File: config.mk
export PLATFORM = sky130hd
export DESIGN_NAME = cfg_lock_seq
export DESIGN_NICKNAME = d
export VERILOG_FILES = /design/src/rtl/cfg_lock_pkg.sv /design/src/rtl/cfg_lock_ctrl.sv /design/src/rtl/cfg_lock_dp.sv /design/src/rtl/cfg_lock_seq.sv
export SDC_FILE = /design/constraint.sdc
export NUM_CORES = 1
export LEC_CHECK = 0
export ABC_CLOCK_PERIOD_IN_PS = 2520
export BUFFER_PORTS_ARGS = -buffer_cell sky130_fd_sc_hd__buf_2
export CAP_MARGIN = 25
export CORE_MARGIN = 2
export CORE_UTILIZATION = 30
export DETAILED_ROUTE_END_ITERATION = 12
export PLACE_DENSITY = 0.52
export SLEW_MARGIN = 20
export SYNTH_ARGS = -nofsm -noshare
export SYNTH_HDL_FRONTEND = slang
export SYNTH_SLANG_ARGS = --single-unit
File: constraint.sdc
create_clock -name clk -period 2.52 [get_ports clk]
set_input_delay 0.756 -clock clk [delete_from_list [all_inputs] [get_ports clk]]
set_output_delay 0.756 -clock clk [all_outputs]
set_load 0.1 [all_outputs]
File: src/rtl/cfg_lock_pkg.sv
`timescale 1ns/1ps
package cfg_lock_pkg;
  typedef enum logic [2:0] {
    ST_IDLE, ST_WAIT_DEV, ST_WAIT_ADDR, ST_WAIT_DATA, ST_PEND, ST_ABORT
  } seqState_t;

  // strobes from control to datapath
  typedef struct packed {
    logic latchData;   // capture accepted data fields
    logic applyStop;   // apply captured byte at stop
    logic clrRwe;      // protected attempt clears register-write-enable
    logic clrLatches;  // supervisor reset clears both latches
    logic loadRead;    // capture register image for read
  } ctlStrobe_t;

  localparam logic [7:0] RESERVED_MASK = 8'h99;
endpackage

File: src/rtl/cfg_lock_ctrl.sv
`timescale 1ns/1ps
module cfg_lock_ctrl
  import cfg_lock_pkg::*;
#(
  parameter logic [6:0] DEV_ID   = 7'b1011000,
  parameter logic [7:0] REG_ADDR = 8'hFF
) (
  input  logic       clk,
  input  logic       rstN,
  input  logic       startEv,
  input  logic       devEv,
  input  logic [7:0] devByte,
  input  logic       addrEv,
  input  logic [7:0] addrByte,
  input  logic       dataEv,
  input  logic [7:0] dataByte,
  input  logic       stopEv,
  input  logic       wp,
  input  logic       supReset,
  input  logic       weLatch,
  input  logic       nvBusy,
  output ctlStrobe_t strobe,
  output logic       ackHit,
  output logic       rdValid
);
  seqState_t state, nState;
  logic addrSet, nAddrSet, ackNext, rdNext;
  logic devMatch, addrMatch, resOk, enableByte;

  assign devMatch   = (devByte[7:1] == DEV_ID);
  assign addrMatch  = (addrByte == REG_ADDR);
  assign resOk      = ((dataByte & RESERVED_MASK) == 8'h00);
  assign enableByte = dataByte[1] && !dataByte[2];

  always_comb begin
    nState   = state;
    nAddrSet = addrSet;
    strobe   = '0;
    ackNext  = 1'b0;
    rdNext   = 1'b0;
    if (supReset) begin
      nState = ST_IDLE;
      nAddrSet = 1'b0;
      strobe.clrLatches = 1'b1;
    end else if (nvBusy) begin
      nState = ST_IDLE;
      nAddrSet = 1'b0;
    end else if (stopEv) begin
      strobe.applyStop = (state == ST_PEND);
      nState = ST_IDLE;
      nAddrSet = 1'b0;
    end else if (startEv) begin
      nState = ST_WAIT_DEV;
    end else begin
      case (state)
        ST_WAIT_DEV: if (devEv) begin
          nState = ST_IDLE;
          if (devMatch && !devByte[0]) begin
            ackNext = 1'b1;
            nState  = ST_WAIT_ADDR;
          end else if (devMatch && addrSet) begin
            ackNext = 1'b1;
            rdNext  = 1'b1;
            strobe.loadRead = 1'b1;
            nAddrSet = 1'b0;
          end
        end
        ST_WAIT_ADDR: if (addrEv) begin
          if (addrMatch) begin
            ackNext  = 1'b1;
            nAddrSet = 1'b1;
            nState   = ST_WAIT_DATA;
          end else begin
            nState = ST_IDLE;
          end
        end
        ST_WAIT_DATA: if (dataEv) begin
          nState = ST_ABORT;
          if (wp) begin
            strobe.clrRwe = 1'b1;
          end else if (resOk && (weLatch || enableByte)) begin
            ackNext = 1'b1;
            strobe.latchData = 1'b1;
            nState = ST_PEND;
          end
        end
        ST_PEND: if (dataEv) nState = ST_ABORT;
        default: ;
      endcase
    end
  end

  always_ff @(posedge clk or negedge rstN) begin
    if (!rstN) begin
      state   <= ST_IDLE;
      addrSet <= 1'b0;
      ackHit  <= 1'b0;
      rdValid <= 1'b0;
    end else begin
      state   <= nState;
      addrSet <= nAddrSet;
      ackHit  <= ackNext;
      rdValid <= rdNext;
    end
  end
endmodule

File: src/rtl/cfg_lock_dp.sv
`timescale 1ns/1ps
module cfg_lock_dp
  import cfg_lock_pkg::*;
#(
  parameter int NV_CYCLES = 32
) (
  input  logic       clk,
  input  logic       rstN,
  input  ctlStrobe_t strobe,
  input  logic [3:0] dataFields,  // {bit6, bit5, bit2, bit1}
  output logic       weLatch,
  output logic       nvBusy,
  output logic [1:0] wdSel,
  output logic [7:0] rdData
);
  localparam int CW = $clog2(NV_CYCLES + 1);
  localparam logic [CW-1:0] BUSY_LOAD = CW'(NV_CYCLES);

  logic [3:0]    pend;
  logic          rweLatch;
  logic [CW-1:0] busyCnt;

  assign nvBusy = (busyCnt != '0);

  always_ff @(posedge clk or negedge rstN) begin
    if (!rstN) begin
      pend     <= '0;
      weLatch  <= 1'b0;
      rweLatch <= 1'b0;
      wdSel    <= 2'b11;
      busyCnt  <= '0;
      rdData   <= '0;
    end else begin
      if (nvBusy) busyCnt <= busyCnt - 1'b1;
      if (strobe.latchData) pend <= dataFields;
      if (strobe.loadRead)
        rdData <= {1'b0, wdSel, 2'b00, rweLatch, weLatch, 1'b0};
      if (strobe.clrLatches) begin
        weLatch  <= 1'b0;
        rweLatch <= 1'b0;
      end else if (strobe.clrRwe) begin
        rweLatch <= 1'b0;
      end else if (strobe.applyStop) begin
        if (weLatch && rweLatch) begin
          if (pend[1]) begin
            weLatch <= pend[0];
          end else if (pend[0]) begin
            wdSel    <= pend[3:2];
            rweLatch <= 1'b0;
            busyCnt  <= BUSY_LOAD;
          end else begin
            weLatch  <= 1'b0;
            rweLatch <= 1'b0;
          end
        end else begin
          weLatch  <= pend[0];
          rweLatch <= pend[0] & pend[1];
        end
      end
    end
  end
endmodule

File: src/rtl/cfg_lock_seq.sv
`timescale 1ns/1ps
module cfg_lock_seq
  import cfg_lock_pkg::*;
#(
  parameter logic [6:0] DEV_ID    = 7'b1011000,
  parameter logic [7:0] REG_ADDR  = 8'hFF,
  parameter int         NV_CYCLES = 32
) (
  input  logic       clk,
  input  logic       rstN,
  input  logic       startEv,
  input  logic       devEv,
  input  logic [7:0] devByte,
  input  logic       addrEv,
  input  logic [7:0] addrByte,
  input  logic       dataEv,
  input  logic [7:0] dataByte,
  input  logic       stopEv,
  input  logic       wp,
  input  logic       supReset,
  output logic       ackHit,
  output logic       rdValid,
  output logic [7:0] rdData,
  output logic [1:0] wdSel,
  output logic       nvBusy
);
  ctlStrobe_t strobe;
  logic weLatch;

  cfg_lock_ctrl #(.DEV_ID(DEV_ID), .REG_ADDR(REG_ADDR)) ctrl_i (
    .clk(clk), .rstN(rstN), .startEv(startEv), .devEv(devEv), .devByte(devByte),
    .addrEv(addrEv), .addrByte(addrByte), .dataEv(dataEv), .dataByte(dataByte),
    .stopEv(stopEv), .wp(wp), .supReset(supReset), .weLatch(weLatch),
    .nvBusy(nvBusy), .strobe(strobe), .ackHit(ackHit), .rdValid(rdValid)
  );

  cfg_lock_dp #(.NV_CYCLES(NV_CYCLES)) dp_i (
    .clk(clk), .rstN(rstN), .strobe(strobe),
    .dataFields({dataByte[6:5], dataByte[2:1]}),
    .weLatch(weLatch), .nvBusy(nvBusy), .wdSel(wdSel), .rdData(rdData)
  );
endmodule

==> results of run 1 <==
Yosys cell counts (all sizes together):
cell	n	area share, %
a2111oi	1	0.64
a211oi	2	1.1
a21oi	4	1.5
a311oi	2	1.3
a32oi	1	0.64
a41o	1	0.73
and2	1	0.46
and4b	3	2.2
buf	5	2.6
clkbuf	2	0.55
conb	1	0.27
dfrtp	22	40
dfstp	2	3.8
ha	1	0.91
inv	6	1.6
mux2	11	10
mux2i	1	0.73
nand2	5	1.4
nand3	2	0.73
nand3b	5	2.7
nand4	3	1.4
nor2	11	3.0
nor2b	2	0.91
nor3	5	2.7
nor3b	1	0.55
nor4	2	2.0
nor4bb	3	2.2
o211ai	2	1.1
o21ai	4	1.5
o31ai	1	0.55
o32a	1	0.73
or2	1	0.46
or3	3	2.1
or3b	2	1.3
or4	4	2.5
or4b	1	0.73
or4bb	1	0.82
xnor2	2	1.3
per-stage QoR:
| stage | power (mW) | TNS [ns] | util (%) | instances |
|---|---|---|---|---|
| 5_1_grt | 0.855 | -0.0479 | 42.0 | 237 |
| 3_3_place_gp | 0.483 | -0.814 | 39.0 | 229 |
| 6_report | 0.819 | 0 | 42.0 | 237 |
| 3_5_place_dp | 0.485 | -0.824 | 39.0 | 229 |
| 4_1_cts | 0.827 | 0 | 41.0 | 233 |
| 2_1_floorplan | 0.444 | -0.969 | - | 130 |
cell type report:
class / instances / area, µm² / area share (%)
multi-input cells: 93 / 729 / 39.7
flip-flops and latches: 24 / 603 / 32.8
repair buffers: 58 / 348 / 18.9
well taps: 52 / 65.1 / 3.54
clock buffers: 3 / 41.3 / 2.24
clock inverters: 1 / 30.0 / 1.63
inverters: 6 / 22.5 / 1.22
flip-flops by register name, indices dropped and copies added, names as in the netlist:
register,flops
dp_i.rweLatch,1
ctrl_i.rdValid,1
dp_i.busyCnt,6
dp_i.pend,4
ctrl_i.state,3
dp_i.weLatch,1
dp_i.wdSel,2
ctrl_i.ackHit,1
dp_i.rdData,4
ctrl_i.addrSet,1
per-layer routing:
layer / vias to the layer above / part of all wire [%] / GRT usage, %
li1: 586 / - / -
met4: 0 / 0.55 / 2.52
met2: 33 / 49 / 22.0
met3: 2 / 5.3 / 2.39
met1: 580 / 45 / 16.9
met5: - / 0 / 0
what timing repair did:
item	4_1_cts	5_1_grt
resized for setup	8	2
buffers inserted	0	4
pin swaps	0	2
hold buffers	0	0
endpoints found under the setup margin	1	1
cells by family (layout without fill, tap and decap cells):
logic type / after synthesis / in the layout / synth area share [%]
other cells: 1 / 4 / 0.274
buf+inv: 13 / 68 / 4.76
compound gates: 19 / 19 / 9.70
mux: 12 / 12 / 10.9
xor+xnor: 2 / 2 / 1.28
simple gates: 55 / 55 / 28.1
flops: 24 / 24 / 44.1
fa+ha+maj: 1 / 1 / 0.915
worst paths after layout:
kind | to | slack, ns
worst min register to register | dp_i.rdData[2] | 0.51
min in group clk | dp_i.rdData[2] | 0.51
worst min-delay path | ctrl_i.state[0] | 0.47
worst max register to register | dp_i.rdData[5] | 0.15
max in group asynchronous | dp_i.wdSel[1] | 1.68
worst max-delay path | nvBusy | 0.03
power groups by stage:
stage,clock [mW],combinational [mW],sequential [mW]
final,0.342,0.0904,0.386
after global placement,0,0.0894,0.394
after CTS,0.350,0.0913,0.386
after global routing,0.369,0.0989,0.387
after floorplan,0,0.0504,0.394
after detailed placement,0,0.0910,0.394
==> metrics.txt, run 1 <==
run status finished clean; crit-path most repeated cell inv_2; Vias per Instance 5.07; highest-count cells in the layout ignoring fill and taps buf_2, dfrtp_1, buf_4; count of maximum capacitance violations 0; average detailed-routed wire length per instance 13.9 µm; portion of the post-synthesis area used by sequential elements 44.1%; relative max-transition margin 62.9%; Reg2Reg Depth 7; worst setup path startpoint dp_i.busyCnt[1]; Crit-path slowest cell dfrtp_1; total routed wirelength 3280 µm; IO Count 46; category of the worst setup path capture point output port; Post-Route Skew 0.00391 ns; post-synthesis sequential element count 24; CTS tree done; pwr dens 445 nW/µm²; number of setup violations in the final report 0; synthesized area per cell 10.8 µm²; Initial Utilization 31.2%; TritonCTS buffer count 3; Clock Path Buffers 2; net switching share of the total power 22.8%; largest net degree at the start of global routing 25; Layout Cell Area excl Fill 1840 µm²; worst path bufs/invs 3; Max Fanout on Critical Path 3; weighted congestion at the end of routability-driven global placement 0.785; number of cells on the critical path 6; later-pin clock latency in the skew report 0.27 ns; total leakage power 0.899 nW; highest cell delay on the worst timing path 0.41 ns; Crit path max-delay family simple AND/OR/NAND/NOR gates; final worst-path cycle share 98.9%; Die Span Y 71.5 µm; count of clock tree sinks 24; antenna diode count 0; core region area 4380 µm²; fraction of layout instances using a drive strength above 1 47.6%; internal power contribution 632 µW; post-synth design cell area 1370 µm²; HP Class in2async; post-synth cell types 45; kind of launch point of the worst setup path register; number of placement rows 24; pins over their slew limit 0; chip width 71.5 µm; Worst Path Arrival 1.74 ns; most common library cell in the layout ignoring fill and taps buf_2; warning count from the yosys run 0; part of the power in the clock network 41.8%; Remaining DRCs 0; Global Route Usage Sum 12.8%; beginning of the worst register-to-register path dp_i.busyCnt[1]; final worst hold slack 0.467 ns; slew at the pin closest to its max-slew limit 0.557 ns; detailed placement HPWL 2540 µm; antenna violations before repair 0; worst setup slack after placement -0.184 ns; Filler cells 435; portion of total power attributed to sequential cells 47.2%; RSZ-0062 raised after global routing true; critical path required time 1.76 ns; net load switching power 187 µW; post-route setup slack 0.0276 ns; chain of cells forming the critical path inv_2, ha_4, or3b_4, nor3_4, inv_2, buf_12; die outline area 5110 µm²; drt initial violations 72; fmax 401 MHz; clock tree root buffer cell clkbuf_8; wire length of the first global-routing pass 5260 µm; count of nets left with antenna violations after detail routing 0; Buffers on Ports 41; Max H-tree Level 1; vias in the first global route 1166; number of vias after detailed routing 1201; peak supply drop 0.188 mV; Area growth, synth to finish 34.5%; combinational power share 11.0%; number of iterations in the first detailed-routing pass 4; total placed instance area 1710 µm²; clock-pin slew on the worst setup and hold paths 0.09 ns; number of endpoints with negative hold slack in the final report 0; shortest period the worst path allows 2.49 ns; synthesized instance count 127; overall overflow remaining after global route 0; Crit Path Class reg2out; Final nets 220
Note: power is estimated with default switching activity, not from simulation.
==> inputs of run 2 (changes only) <==
--- a/config.mk
+++ b/config.mk
@@ -6,12 +6,13 @@
 export NUM_CORES = 1
 export LEC_CHECK = 0
 export ABC_CLOCK_PERIOD_IN_PS = 2520
-export BUFFER_PORTS_ARGS = -buffer_cell sky130_fd_sc_hd__buf_2
 export CAP_MARGIN = 25
 export CORE_MARGIN = 2
-export CORE_UTILIZATION = 30
+export CORE_UTILIZATION = 50
+export CTS_CLUSTER_DIAMETER = 100
 export DETAILED_ROUTE_END_ITERATION = 12
-export PLACE_DENSITY = 0.52
+export DONT_BUFFER_PORTS = 1
+export PLACE_DENSITY = 0.65
 export SLEW_MARGIN = 20
 export SYNTH_ARGS = -nofsm -noshare
 export SYNTH_HDL_FRONTEND = slang
==> metrics.txt, run 2 (synthesis results as in run 1) <==
register area 603 µm² (unchanged); highest-count cells in the layout ignoring fill and taps dfrtp_1, buf_4, nor2_1; total routed wirelength 2830 µm (-14%); slew at the pin closest to its max-slew limit 0.900 ns (+0.344 ns); wire length of the first global-routing pass 4920 µm (-6.6%); antenna diode count 0 (unchanged); clock-pin slew on the worst setup and hold paths 0.14 ns (+0.05 ns); number of endpoints with negative hold slack in the final report 0 (unchanged); part of the power in the clock network 39.3% (-2.5 points); portion of total power attributed to sequential cells 53.5% (+6.3 points); die outline area 3170 µm² (-38%); area occupied by multi-input gates 729 µm² (unchanged); category of the worst setup path capture point output port; detailed placement HPWL 2090 µm (-18%); Area growth, synth to finish 17.0%; net load switching power 162 µW (-14%); fmax 401 MHz (about the same); highest cell delay on the worst timing path 0.42 ns (about the same); Placed Instances 162 (-29%); pwr dens 452 nW/µm² (+1.6%); RSZ-0062 raised after global routing true; IO Count 46 (unchanged); weighted congestion at the end of routability-driven global placement 0.769 (-2.0%); largest register by flop count dp_i.busyCnt; vias in the first global route 1102 (-5.5%); net switching share of the total power 22.3% (-0.50 points); run status finished clean; antenna violations before repair 0 (unchanged); Layout Cells excl Fill 176 (-26%); chain of cells forming the critical path inv_2, ha_4, or3b_4, nor3_4, inv_2, buf_12; final core utilization 62.9% (+21 points); number of iterations in the first detailed-routing pass 4 (unchanged); internal power contribution 562 µW (-11%); Largest register FFs 6 (unchanged); HP Class in2async; count of nets left with antenna violations after detail routing 0 (unchanged); fraction of layout instances using a drive strength above 1 33.6% (-14 points); Reg2Reg Depth 7 (unchanged); Layout Cell Area excl Fill 1600 µm² (-13%); total leakage power 0.726 nW (-19%); critical path required time 1.76 ns (about the same); largest net degree at the start of global routing 25 (unchanged); kind of launch point of the worst setup path register; Crit path max-delay family simple AND/OR/NAND/NOR gates; Clock Path Buffers 2 (unchanged); count of clock tree sinks 24 (unchanged); count of maximum capacitance violations 0 (unchanged); Filler cells 220 (-49%); average detailed-routed wire length per instance 16.1 µm (+16%); shortest period the worst path allows 2.49 ns (+0.00183 ns); Buffers on Ports 0 (-100%); Crit Path Class reg2out; Die Span Y 56.3 µm (-21%); chip width 56.3 µm (-21%); most common library cell in the layout ignoring fill and taps dfrtp_1; TritonCTS buffer count 3 (unchanged); relative max-transition margin 40.0% (-23 points); sum of negative setup slack 0 ns (unchanged); overall overflow remaining after global route 0 (unchanged); total placed instance area 1460 µm² (-15%); combinational power share 7.2% (-3.8 points); Remaining DRCs 0 (unchanged); worst path bufs/invs 3 (unchanged); core region area 2540 µm² (-42%); later-pin clock latency in the skew report 0.32 ns (+0.05 ns); number of setup violations in the final report 0 (unchanged); hold-fix buffer count after cts 0 (unchanged); clock tree root buffer cell clkbuf_4; number of cells on the critical path 6 (unchanged); Final nets 181 (-18%); CTS tree done; registers with the highest flip-flop counts dp_i.busyCnt (6), dp_i.pend (4), dp_i.rdData (4); pins over their slew limit 0 (unchanged); number of vias after detailed routing 1067 (-11%); number of placement rows 18 (-25%); Vias per Instance 6.06 (+20%); final worst-path cycle share 99.0% (about the same); Max Fanout on Critical Path 3 (unchanged); crit-path most repeated cell inv_2; Max H-tree Level 1 (unchanged); Crit-path slowest cell dfrtp_1; peak supply drop 0.510 mV (+170%); drt initial violations 13 (-82%); Initial Utilization 53.7% (+23 points); Worst Path Arrival 1.74 ns (about the same); Post-Route Skew 0.00325 ns (-0.000657 ns); Global Route Usage Sum 19.4% (+6.6 points)
==> run 2: cell count changes in the layout (fill, tap and decap cells not counted) <==
cell,change
buf_4,+1
clkbuf_8,-3
clkbuf_4,+3
buf_2,-40
==> run 2: final cells by class <==
class                      count  area share, %
multi-input combinational     93           45.6
sequential                    24           37.7
timing repair buffer          19           9.70
tap                           30           2.35
clock inverter                 1           1.88
clock buffer                   3           1.41
inverter                       6           1.41
==> run 2: power by group through the flow <==
stage                     Clock [mW]  Combinational (mW)  Sequential, mW
after floorplan                    0              0.0504           0.394
after global placement             0              0.0514           0.394
after detailed placement           0              0.0520           0.394
after CTS                      0.287              0.0520           0.387
after global routing           0.306              0.0553           0.387
final                          0.284              0.0521           0.387
==> run 2: routing by layer <==
metal  part of all wire, %  GRT usage, %
met5                     0             0
met4                  0.95          4.42
met3                   4.4          6.45
met2                    51          33.9
met1                    43          23.0
==> run 2: repair_timing <==
action,4_1_cts,5_1_grt
gates resized for setup,6,0
setup endpoints to repair,1,1
pin swaps,2,1
setup buffers,7,3
==> run 2: final timing paths <==
path | startpoint | endpoint | slack (ns)
setup / recovery | dp_i.busyCnt[0] | nvBusy | 0.03
max in group asynchronous | rstN | dp_i.wdSel[0] | 2.25
hold reg to reg | dp_i.pend[2] | dp_i.pend[2] | 0.52
min in group clk | supReset | dp_i.weLatch | 0.48
setup reg to reg | dp_i.busyCnt[0] | dp_i.rdData[6] | 0.15
hold / removal | rstN | ctrl_i.ackHit | 0.10
==> run 2: metrics by stage <==
stage	total power, mW	hold WS (ns)	setup WS (ns)
floorplan	0.444	0.460	-0.220
global placement	0.446	0.461	-0.0599
detailed placement	0.446	0.461	-0.0773
CTS	0.726	0.100	-0.00883
global route	0.748	0.0699	-0.0650
finish	0.724	0.102	0.0257
==> inputs of run 3 (changes only) <==
--- a/config.mk
+++ b/config.mk
@@ -5,7 +5,7 @@
 export SDC_FILE = /design/constraint.sdc
 export NUM_CORES = 1
 export LEC_CHECK = 0
-export ABC_CLOCK_PERIOD_IN_PS = 2520
+export ABC_CLOCK_PERIOD_IN_PS = 2600
 export CAP_MARGIN = 25
 export CORE_MARGIN = 2
 export CORE_UTILIZATION = 50
==> constraint.sdc (replaced) <==
create_clock -name clk -period 2.6 [get_ports clk]
set_input_delay 0.78 -clock clk [delete_from_list [all_inputs] [get_ports clk]]
set_output_delay 0.78 -clock clk [all_outputs]
set_load 0.1 [all_outputs]
==> metrics.txt, run 3 (synthesis results as in run 1) <==
peak supply drop 0.631 mV (+24%); Reg2Reg Depth 7 (unchanged); RSZ-0062 raised after global routing false; setup slack on the worst flop-to-flop path 0.19 ns (+0.04 ns); Crit Path Class reg2out; end of the worst register-to-register path dp_i.rdData[6]; clock tree root buffer cell clkbuf_4; total routed wirelength 2810 µm (-0.85%); total placed instance area 1440 µm² (-1.1%); IO Count 46 (unchanged); number of iterations in the first detailed-routing pass 4 (unchanged); number of vias after detailed routing 1035 (-3.0%); final worst-path cycle share 97.5%; kind of launch point of the worst setup path register; Remaining DRCs 0 (unchanged); HP Class in2async; Largest register FFs 6 (unchanged); antenna diode count 0 (unchanged); overall overflow remaining after global route 0 (unchanged); chain of cells forming the critical path inv_1, ha_4, or3b_4, nor3_4, inv_2, buf_12; worst setup slack after placement -0.0491 ns (+0.0282 ns); final core utilization 61.0% (-1.9 points); total leakage power 0.699 nW (-3.7%); Post-Route Skew 0.00349 ns (+0.000246 ns); shortest period the worst path allows 2.54 ns; antenna violations before repair 0 (unchanged); final worst hold slack 0.134 ns (+0.0316 ns); Clock Path Buffers 2 (unchanged); largest register by flop count dp_i.busyCnt; CTS tree done; Area growth, synth to finish 13.4%; run status finished clean; pins over their slew limit 0 (unchanged); fraction of layout instances using a drive strength above 1 29.3% (-4.3 points); Die Span Y 56.3 µm (unchanged); Worst Path Arrival 1.76 ns (+0.02 ns); wire length of the first global-routing pass 4640 µm (-5.8%); Max Fanout on Critical Path 3 (unchanged); largest net degree at the start of global routing 25 (unchanged); highest cell delay on the worst timing path 0.40 ns (-0.02 ns); count of nets left with antenna violations after detail routing 0 (unchanged); weighted congestion at the end of routability-driven global placement 0.786 (+2.2%); number of setup violations in the final report 0 (unchanged); Max H-tree Level 1 (unchanged); detailed placement HPWL 2070 µm (-0.62%); average detailed-routed wire length per instance 16.5 µm (+2.7%); clock-pin slew on the worst setup and hold paths 0.13 ns (about the same); critical path required time 1.82 ns (+0.06 ns); number of endpoints with negative hold slack in the final report 0 (unchanged); count of maximum capacitance violations 0 (unchanged); vias in the first global route 1008 (-8.5%); TritonCTS buffer count 3 (unchanged); chip width 56.3 µm (unchanged); Crit path max-delay family simple AND/OR/NAND/NOR gates; Buffers on Ports 0 (unchanged); highest-count cells in the layout ignoring fill and taps dfrtp_1, buf_4, nor2_1; Final nets 175 (-3.3%); Global Route Usage Sum 18.3% (-1.1 points); relative max-transition margin 39.5% (-0.45 points); worst path bufs/invs 3 (unchanged); die outline area 3170 µm² (unchanged); pwr dens 447 nW/µm² (-1.2%); later-pin clock latency in the skew report 0.32 ns (about the same); core region area 2540 µm² (unchanged); registers with the highest flip-flop counts dp_i.busyCnt (6), dp_i.pend (4), dp_i.rdData (4); count of clock tree sinks 24 (unchanged); slew at the pin closest to its max-slew limit 0.907 ns (+0.00679 ns); Crit-path slowest cell dfrtp_1; fmax 394 MHz; post-route setup slack 0.0637 ns (+0.0380 ns); Initial Utilization 53.7% (unchanged); Vias per Instance 6.09 (+0.42%); beginning of the worst register-to-register path dp_i.busyCnt[1]; most common library cell in the layout ignoring fill and taps dfrtp_1; number of placement rows 18 (unchanged); Layout Cell Area excl Fill 1550 µm² (-3.0%); drt initial violations 25 (+12); category of the worst setup path capture point output port
[run 3: changes by cell type in the layout (fill, tap and decap cells not counted)]
cell and delta:
buf_4 -6, inv_1 +1, or4b_4 -1, inv_2 -1, or4b_1 +1
[run 3: layout make-up]
type | instances | area [µm²]
fillers | 218 | 993
flip-flops and latches | 24 | 603
multi-input cells | 93 | 726
well taps | 30 | 37.5
inverters | 6 | 22.5
clock buffers | 3 | 22.5
clock inverters | 1 | 30.0
repair buffers | 13 | 110
[run 3: metal layers]
layer  routed length, µm  part of all wire (%)  vias up  global-route usage (%)
met1                1190                    42      512                    23.1
met5                   0                     0        -                       0
met4                  14                  0.50        0                    2.04
li1                    -                     -      494                       -
met2                1470                    52       27                    31.4
met3                 144                   5.1        2                    6.22
[run 3: through the flow]
stage          total power, mW  instances  setup TNS [ns]
2_1_floorplan            0.430        130          -0.562
3_3_place_gp             0.430        162          -0.103
3_5_place_dp             0.431        162          -0.189
4_1_cts                  0.702        169               0
5_1_grt                  0.716        170               0
6_report                 0.693        170               0
[run 3: worst max-delay path by stage]
stage / start / endpoint / slack [ns] / cells after the start
floorplan: dp_i.busyCnt[0] / dp_i.pend[0] / -0.14 / 7
finish: dp_i.busyCnt[1] / nvBusy / 0.06 / 6
global route: dp_i.busyCnt[1] / nvBusy / 0.005 / 6
detailed placement: devByte[2] / dp_i.rdData[6] / -0.05 / 4
CTS: dp_i.busyCnt[0] / nvBusy / 0.003 / 6
global placement: devByte[2] / dp_i.rdData[6] / -0.03 / 4
[run 3: worst register-to-register path, stage by stage (launching register included)]
cell and delay [ns]:
dfrtp_1 0.40, inv_1 0.10, ha_4 0.15, or3b_4 0.40, buf_4 0.16, or3_4 0.36
or3_4 0.42, mux2_4 0.31
[run 3: power breakdown]
group | leakage (nW) | internal, mW | switching (mW)
sequential | 0.327 | 0.375 | 0.000602
clock | 0.0279 | 0.156 | 0.113
combinational | 0.344 | 0.0129 | 0.0365
[run 3: repair_timing]
item / CTS / global route
resized for setup: 6 / 2
setup endpoints to repair: 1 / 1
hold buffers: 0 / 0
buffers inserted: 3 / 1
pin swaps: 1 / 0
